### src/rtl/baud_pkg.sv
package baud_pkg;

  parameter int BAUD_INT_W  = 16;
  parameter int BAUD_FRAC_W = 6;

  // Legality of a whole/fraction pair: whole part non-zero, and the
  // largest whole part only with a zero fraction.
  function automatic logic div_legal(input logic [31:0] whole,
                                     input logic [31:0] frac,
                                     input int          whole_w);
    logic [31:0] top_val;
    top_val = (32'd1 << whole_w) - 32'd1;
    return (whole != 32'd0) && !((whole == top_val) && (frac != 32'd0));
  endfunction

endpackage

### src/rtl/divisor_shadow.sv
module divisor_shadow #(
  parameter int INT_W  = baud_pkg::BAUD_INT_W,
  parameter int FRAC_W = baud_pkg::BAUD_FRAC_W
) (
  input  logic              clk,
  input  logic              rst,
  input  logic              int_wr,
  input  logic              frac_wr,
  input  logic [INT_W-1:0]  wr_data,
  input  logic              core_idle,
  input  logic              char_done,
  output logic [INT_W-1:0]  act_int,
  output logic [FRAC_W-1:0] act_frac,
  output logic              act_loaded,
  output logic              load_now,
  output logic              setting_error
);

  logic [INT_W-1:0]  sh_int;
  logic [FRAC_W-1:0] sh_frac;
  logic              sh_written;
  logic              pending;

  // holding registers
  always_ff @(posedge clk) begin
    if (rst) begin
      sh_int     <= '0;
      sh_frac    <= '0;
      sh_written <= 1'b0;
    end else begin
      if (int_wr) begin
        sh_int     <= wr_data;
        sh_written <= 1'b1;
      end
      if (frac_wr) begin
        sh_frac    <= wr_data[FRAC_W-1:0];
        sh_written <= 1'b1;
      end
    end
  end

  assign load_now = pending && (core_idle || char_done);

  // pending transfer; a write in the load cycle re-arms it
  always_ff @(posedge clk) begin
    if (rst) begin
      pending <= 1'b0;
    end else if (int_wr || frac_wr) begin
      pending <= 1'b1;
    end else if (load_now) begin
      pending <= 1'b0;
    end
  end

  // active divisor, only replaced at a character boundary or when idle
  always_ff @(posedge clk) begin
    if (rst) begin
      act_int    <= '0;
      act_frac   <= '0;
      act_loaded <= 1'b0;
    end else if (load_now) begin
      act_int    <= sh_int;
      act_frac   <= sh_frac;
      act_loaded <= 1'b1;
    end
  end

  always_ff @(posedge clk) begin
    if (rst) begin
      setting_error <= 1'b0;
    end else if (int_wr || frac_wr) begin
      setting_error <= !baud_pkg::div_legal(
        32'(int_wr  ? wr_data : sh_int),
        32'(frac_wr ? wr_data[FRAC_W-1:0] : sh_frac),
        INT_W);
    end
  end

  p_hold_busy_r7: assert property (@(posedge clk) disable iff (rst)
    (!core_idle && !char_done) |=> ($stable(act_int) && $stable(act_frac)));

  p_idle_loads_r8: assert property (@(posedge clk) disable iff (rst)
    (core_idle && pending && !int_wr && !frac_wr) |=> !pending);

endmodule

### src/rtl/frac_dither.sv
module frac_dither #(
  parameter int FRAC_W = baud_pkg::BAUD_FRAC_W
) (
  input  logic              clk,
  input  logic              rst,
  input  logic              clear,
  input  logic              step,
  input  logic [FRAC_W-1:0] frac,
  output logic              ext
);

  logic [FRAC_W-1:0] acc;
  logic [FRAC_W:0]   sum;

  assign sum = {1'b0, acc} + {1'b0, frac};

  // carry out of the phase accumulator stretches the following period
  always_ff @(posedge clk) begin
    if (rst || clear) begin
      acc <= '0;
      ext <= 1'b0;
    end else if (step) begin
      acc <= sum[FRAC_W-1:0];
      ext <= sum[FRAC_W];
    end
  end

  p_zero_frac_r3: assert property (@(posedge clk) disable iff (rst)
    (frac == '0) |-> !ext);

endmodule

### src/rtl/tick_counter.sv
module tick_counter #(
  parameter int INT_W = baud_pkg::BAUD_INT_W
) (
  input  logic             clk,
  input  logic             rst,
  input  logic             clear,
  input  logic             run,
  input  logic [INT_W-1:0] div_int,
  input  logic             ext,
  output logic             wrap,
  output logic             tick
);

  logic [INT_W-1:0] cnt;
  logic [INT_W-1:0] lim;

  assign lim  = div_int - INT_W'(1) + INT_W'(ext);
  assign wrap = run && (cnt == lim);

  always_ff @(posedge clk) begin
    if (rst || clear || !run) begin
      cnt <= '0;
    end else if (wrap) begin
      cnt <= '0;
    end else begin
      cnt <= cnt + INT_W'(1);
    end
  end

  always_ff @(posedge clk) begin
    if (rst) tick <= 1'b0;
    else     tick <= wrap;
  end

  p_cnt_bound_r4: assert property (@(posedge clk) disable iff (rst)
    run |-> (cnt <= lim));

endmodule

### src/rtl/baud_frac_gen.sv
module baud_frac_gen #(
  parameter int INT_W  = baud_pkg::BAUD_INT_W,
  parameter int FRAC_W = baud_pkg::BAUD_FRAC_W
) (
  input  logic             clk,
  input  logic             rst,
  input  logic             int_wr,
  input  logic             frac_wr,
  input  logic [INT_W-1:0] wr_data,
  input  logic             core_idle,
  input  logic             char_done,
  output logic             tick,
  output logic             divisor_valid,
  output logic             setting_error
);

  logic [INT_W-1:0]  act_int;
  logic [FRAC_W-1:0] act_frac;
  logic              act_loaded;
  logic              load_now;
  logic              ext;
  logic              wrap;
  logic              run;

  divisor_shadow #(.INT_W(INT_W), .FRAC_W(FRAC_W)) u_shadow (
    .clk(clk), .rst(rst), .int_wr(int_wr), .frac_wr(frac_wr),
    .wr_data(wr_data), .core_idle(core_idle), .char_done(char_done),
    .act_int(act_int), .act_frac(act_frac), .act_loaded(act_loaded),
    .load_now(load_now), .setting_error(setting_error)
  );

  assign run = act_loaded &&
               baud_pkg::div_legal(32'(act_int), 32'(act_frac), INT_W);

  frac_dither #(.FRAC_W(FRAC_W)) u_dither (
    .clk(clk), .rst(rst), .clear(load_now), .step(wrap),
    .frac(act_frac), .ext(ext)
  );

  tick_counter #(.INT_W(INT_W)) u_count (
    .clk(clk), .rst(rst), .clear(load_now), .run(run),
    .div_int(act_int), .ext(ext), .wrap(wrap), .tick(tick)
  );

  always_ff @(posedge clk) begin
    if (rst) divisor_valid <= 1'b0;
    else     divisor_valid <= run;
  end

  p_tick_needs_valid_r2: assert property (@(posedge clk) disable iff (rst)
    tick |-> divisor_valid);

  p_valid_nonzero_r5: assert property (@(posedge clk) disable iff (rst)
    divisor_valid |=> ($past(act_int) != '0) || !divisor_valid);

endmodule

### config.mk
export PLATFORM = sky130hd
export DESIGN_NAME = baud_frac_gen
export DESIGN_NICKNAME = d
export VERILOG_FILES = /design/src/rtl/baud_pkg.sv /design/src/rtl/divisor_shadow.sv /design/src/rtl/frac_dither.sv /design/src/rtl/tick_counter.sv /design/src/rtl/baud_frac_gen.sv
export SDC_FILE = /design/constraint.sdc
export NUM_CORES = 1
export LEC_CHECK = 0
export BUFFER_PORTS_ARGS = -buffer_cell sky130_fd_sc_hd__buf_4
export CAP_MARGIN = 20
export CELL_PAD_IN_SITES_DETAIL_PLACEMENT = 2
export CELL_PAD_IN_SITES_GLOBAL_PLACEMENT = 2
export CORE_ASPECT_RATIO = 0.9
export CORE_MARGIN = 2
export CORE_UTILIZATION = 41
export CTS_BUF_LIST = sky130_fd_sc_hd__clkbuf_4 sky130_fd_sc_hd__clkbuf_8
export DETAILED_ROUTE_END_ITERATION = 7
export HOLD_SLACK_MARGIN = 0.15
export PLACE_DENSITY_LB_ADDON = 0.3
export SETUP_SLACK_MARGIN = 0.02
export SYNTH_ARGS = -nofsm -noshare
export SYNTH_HDL_FRONTEND = slang
export SYNTH_SLANG_ARGS = --single-unit
### constraint.sdc
create_clock -name clk -period 6 [get_ports clk]
set_clock_uncertainty 0.15 [all_clocks]
set_input_delay 0.9 -clock clk [delete_from_list [all_inputs] [get_ports clk]]
set_output_delay 0.9 -clock clk [all_outputs]
set_load 0.005 [all_outputs]
==> qor.txt <==
Arrival time of the worst setup path: 3.39 ns
Final-report hold violation count: 0
Power consumption: 1.05 mW
Total of hold buffers inserted after clock tree synthesis: 0
Post-CTS Setup Bufs: 0
Number of buffers added by the clock tree synthesis step: 9
Post-layout nets: 491
Ports: 25
Endpoints failing setup: 0
Number of inserted diodes: 0
Endpoint class of the critical path: flip-flop
Clock-pin transition on the worst setup and hold timing paths: 0.08 ns
Buffer depth of the longest clock path: 2
Top fanout value on the critical path: 23
Final GP Congestion: 0.856
Die height: 94.7 um
Number of max-cap violations: 0
Cell Rows: 33
Total Negative Setup Slacks: 0 ns
Antenna violations before repair: 0
Worst r2r path cells: 10
Number of resized instances in the post-cts repair step: 0
Fraction of registers with async set or reset after synthesis: 0%
Critical setup path kind: reg -> reg
Core area: 9000 um^2
Share of post-route cells with drive strength above 1: 11.0%
Pins Over Slew Limit: 0
Post-synth top cells: sky130_fd_sc_hd__dfxtp_1 (72), sky130_fd_sc_hd__nand2_1 (64), sky130_fd_sc_hd__nor2_1 (41)
Transition time at the pin with the least slew margin: 0.792 ns
Leak: 1.57 nW
Wirelength per Cell: 19.2 um
Top-area cell type share of the netlist area: 38.5%
Tcrit/Tclk final: 54.4%
TritonCTS clock tree: done
Warnings from Yosys: 0
P per Cell Area: 250 nW/um^2
HPWL after detailed placement: 8120 um
Highest clock rate: 306 MHz
Routed wire length: 11300 um
Hold path depth: 2
Cell variety after synth: 51
Effective utilization at floorplan: 41.6%
Part of the Yosys area used for sequential elements: 38.5%
DR vias/cell: 5.76
Total via count in the routed design: 3374
Synthesized cell area: 3740 um^2
Filler instances: 1007
Die Footprint: 9920 um^2
Count of port buffers added during placement: 24
Die extent in x: 105 um
Number of enable flip-flop cells after synthesis: 0
Number of nets produced by synthesis: 480
Minimum setup slack after placement: 2.73 ns
Detailed Routing Iterations Pass 1: 4
WP data required: 6.12 ns
DRC violation total after the first TritonRoute iteration: 91
RSZ-0062 raised after global routing: no
Result of the run: finished clean
Flip-flop cell with the highest count after synthesis: sky130_fd_sc_hd__dfxtp_1
Peak supply drop: 0.000125 V
Antenna Nets Post-Route: 0
Normalized max-slew margin: 47.0%
Detailed-route DRC error count: 0
Fin worst setup slack: 2.74 ns
# H-tree levels: 3
Global route total overflow: 0
Clock latency on the worst-skew pair: 0.35 ns
Ranking of synthesized cells by area: sky130_fd_sc_hd__dfxtp_1 (38%), sky130_fd_sc_hd__mux2i_1 (8.0%), sky130_fd_sc_hd__nand2_1 (6.4%)
Most frequently used cell type in the post-synthesis netlist: sky130_fd_sc_hd__dfxtp_1
GR Util All Layers: 24.0%
Pin count of the biggest net entering global routing: 52
Gate count after technology mapping: 448
Flops & latches, synth: 72
Buffer type at the clock tree root: sky130_fd_sc_hd__clkbuf_8
Via count of the first global-routing pass: 3697
Synthesis-to-finish area growth: 12.1%
Clk sinks: 72
Mapped Avg Cell Area: 8.36 um^2
Biggest area consumer among synthesized cells: sky130_fd_sc_hd__dfxtp_1
Minimum clock period after layout: 3.26 ns
Type of the tightest min-delay check: reg -> reg
Critical path launch point type: flip-flop
Global-route wire length before repair: 18800 um
[kinds of logic (layout without fill, tap and decap cells)]
group                      after synthesis  count (layout)  synth area share [%]
and+or+nand+nor                        208             208                  28.5
DFF                                     72              72                  38.5
AOI/OAI and AO/OA                       56              56                  9.29
buffers and inverters                   37              53                  4.01
xor gates and xnor gates                35              35                  8.19
muxes                                   30              30                  8.02
adders and majority gates               10              10                  3.54
[per-layer routing]
| layer | routed length (um) | GRT usage (%) |
|---|---|---|
| met2 | 5690 | 44.2 |
| met4 | 180 | 6.44 |
| met5 | 0 | 0 |
| met3 | 275 | 4.55 |
| met1 | 5110 | 28.7 |
[final timing paths]
path	startpoint	end	slack (ns)
min reg2reg	u_dither.acc[4]	u_dither.acc[4]	0.33
min	u_dither.acc[4]	u_dither.acc[4]	0.33
max	u_shadow.act_int[0]	u_dither.acc[1]	2.74
max reg2reg	u_shadow.act_int[0]	u_dither.acc[1]	2.74
[area by class of cell]
class	instances	area (um^2)	area share, %
Clock inverter	6	72.6	1.73
Multi-Input combinational cell	339	2150	51.3
Inverter	10	37.5	0.894
Timing Repair Buffer	27	203	4.83
Clock buffer	10	138	3.28
Tap cell	122	153	3.64
Sequential cell	72	1440	34.3
[power breakdown]
group / internal, mW / switching, mW
registers: 0.493 / 0.0180
logic: 0.0538 / 0.0756
clock network: 0.209 / 0.202
total: 0.755 / 0.296
[state kept, by name, indices dropped and copies added (netlist names)]
signal                  count
u_count.cnt                16
u_shadow.act_int           16
u_shadow.sh_int            16
u_dither.acc                6
u_shadow.act_frac           6
u_shadow.sh_frac            6
divisor_valid               1
u_count.tick                1
u_dither.ext                1
u_shadow.act_loaded         1
u_shadow.pending            1
u_shadow.setting_error      1
[placed cells by master, fill, tap and decap left out, types with 4 or more instances in the layout]
cell type,count
sky130_fd_sc_hd__nor3_1,26
sky130_fd_sc_hd__clkbuf_8,10
sky130_fd_sc_hd__xnor2_1,20
sky130_fd_sc_hd__o21ai_0,4
sky130_fd_sc_hd__nand4_1,24
sky130_fd_sc_hd__inv_1,10
sky130_fd_sc_hd__nor4_1,8
sky130_fd_sc_hd__nor2_1,41
sky130_fd_sc_hd__nand3_1,11
sky130_fd_sc_hd__xor2_1,15
sky130_fd_sc_hd__dfxtp_1,72
sky130_fd_sc_hd__and3_1,4
sky130_fd_sc_hd__ha_1,9
sky130_fd_sc_hd__a21oi_1,31
sky130_fd_sc_hd__nor2b_1,6
sky130_fd_sc_hd__or4_1,4
sky130_fd_sc_hd__nand2_1,64
sky130_fd_sc_hd__buf_4,27
sky130_fd_sc_hd__mux2i_1,30
[metrics by stage]
step	cell area [um^2]	utilization [%]	instances	hold WS, ns
6_report	4200	46.6	586	0.328
3_3_place_gp	3990	44.3	570	0.299
4_1_cts	4200	46.6	586	0.329
2_1_floorplan	3740	-	448	0.285
3_5_place_dp	3990	44.3	570	0.318
5_1_grt	4200	46.6	586	0.370
[critical path: stages, from the launching register on]
cell and delay (ns):
sky130_fd_sc_hd__dfxtp_1 0.34, sky130_fd_sc_hd__inv_1 0.07, sky130_fd_sc_hd__ha_1 0.18, sky130_fd_sc_hd__nor2b_1 0.64
sky130_fd_sc_hd__nand4b_4 0.18, sky130_fd_sc_hd__or4b_1 0.56, sky130_fd_sc_hd__o211ai_2 0.09, sky130_fd_sc_hd__a21oi_2 0.10
sky130_fd_sc_hd__nor4_4 0.29, sky130_fd_sc_hd__buf_4 0.34, sky130_fd_sc_hd__mux2i_1 0.23
No activity file was read; power rests on OpenSTA's default activity.
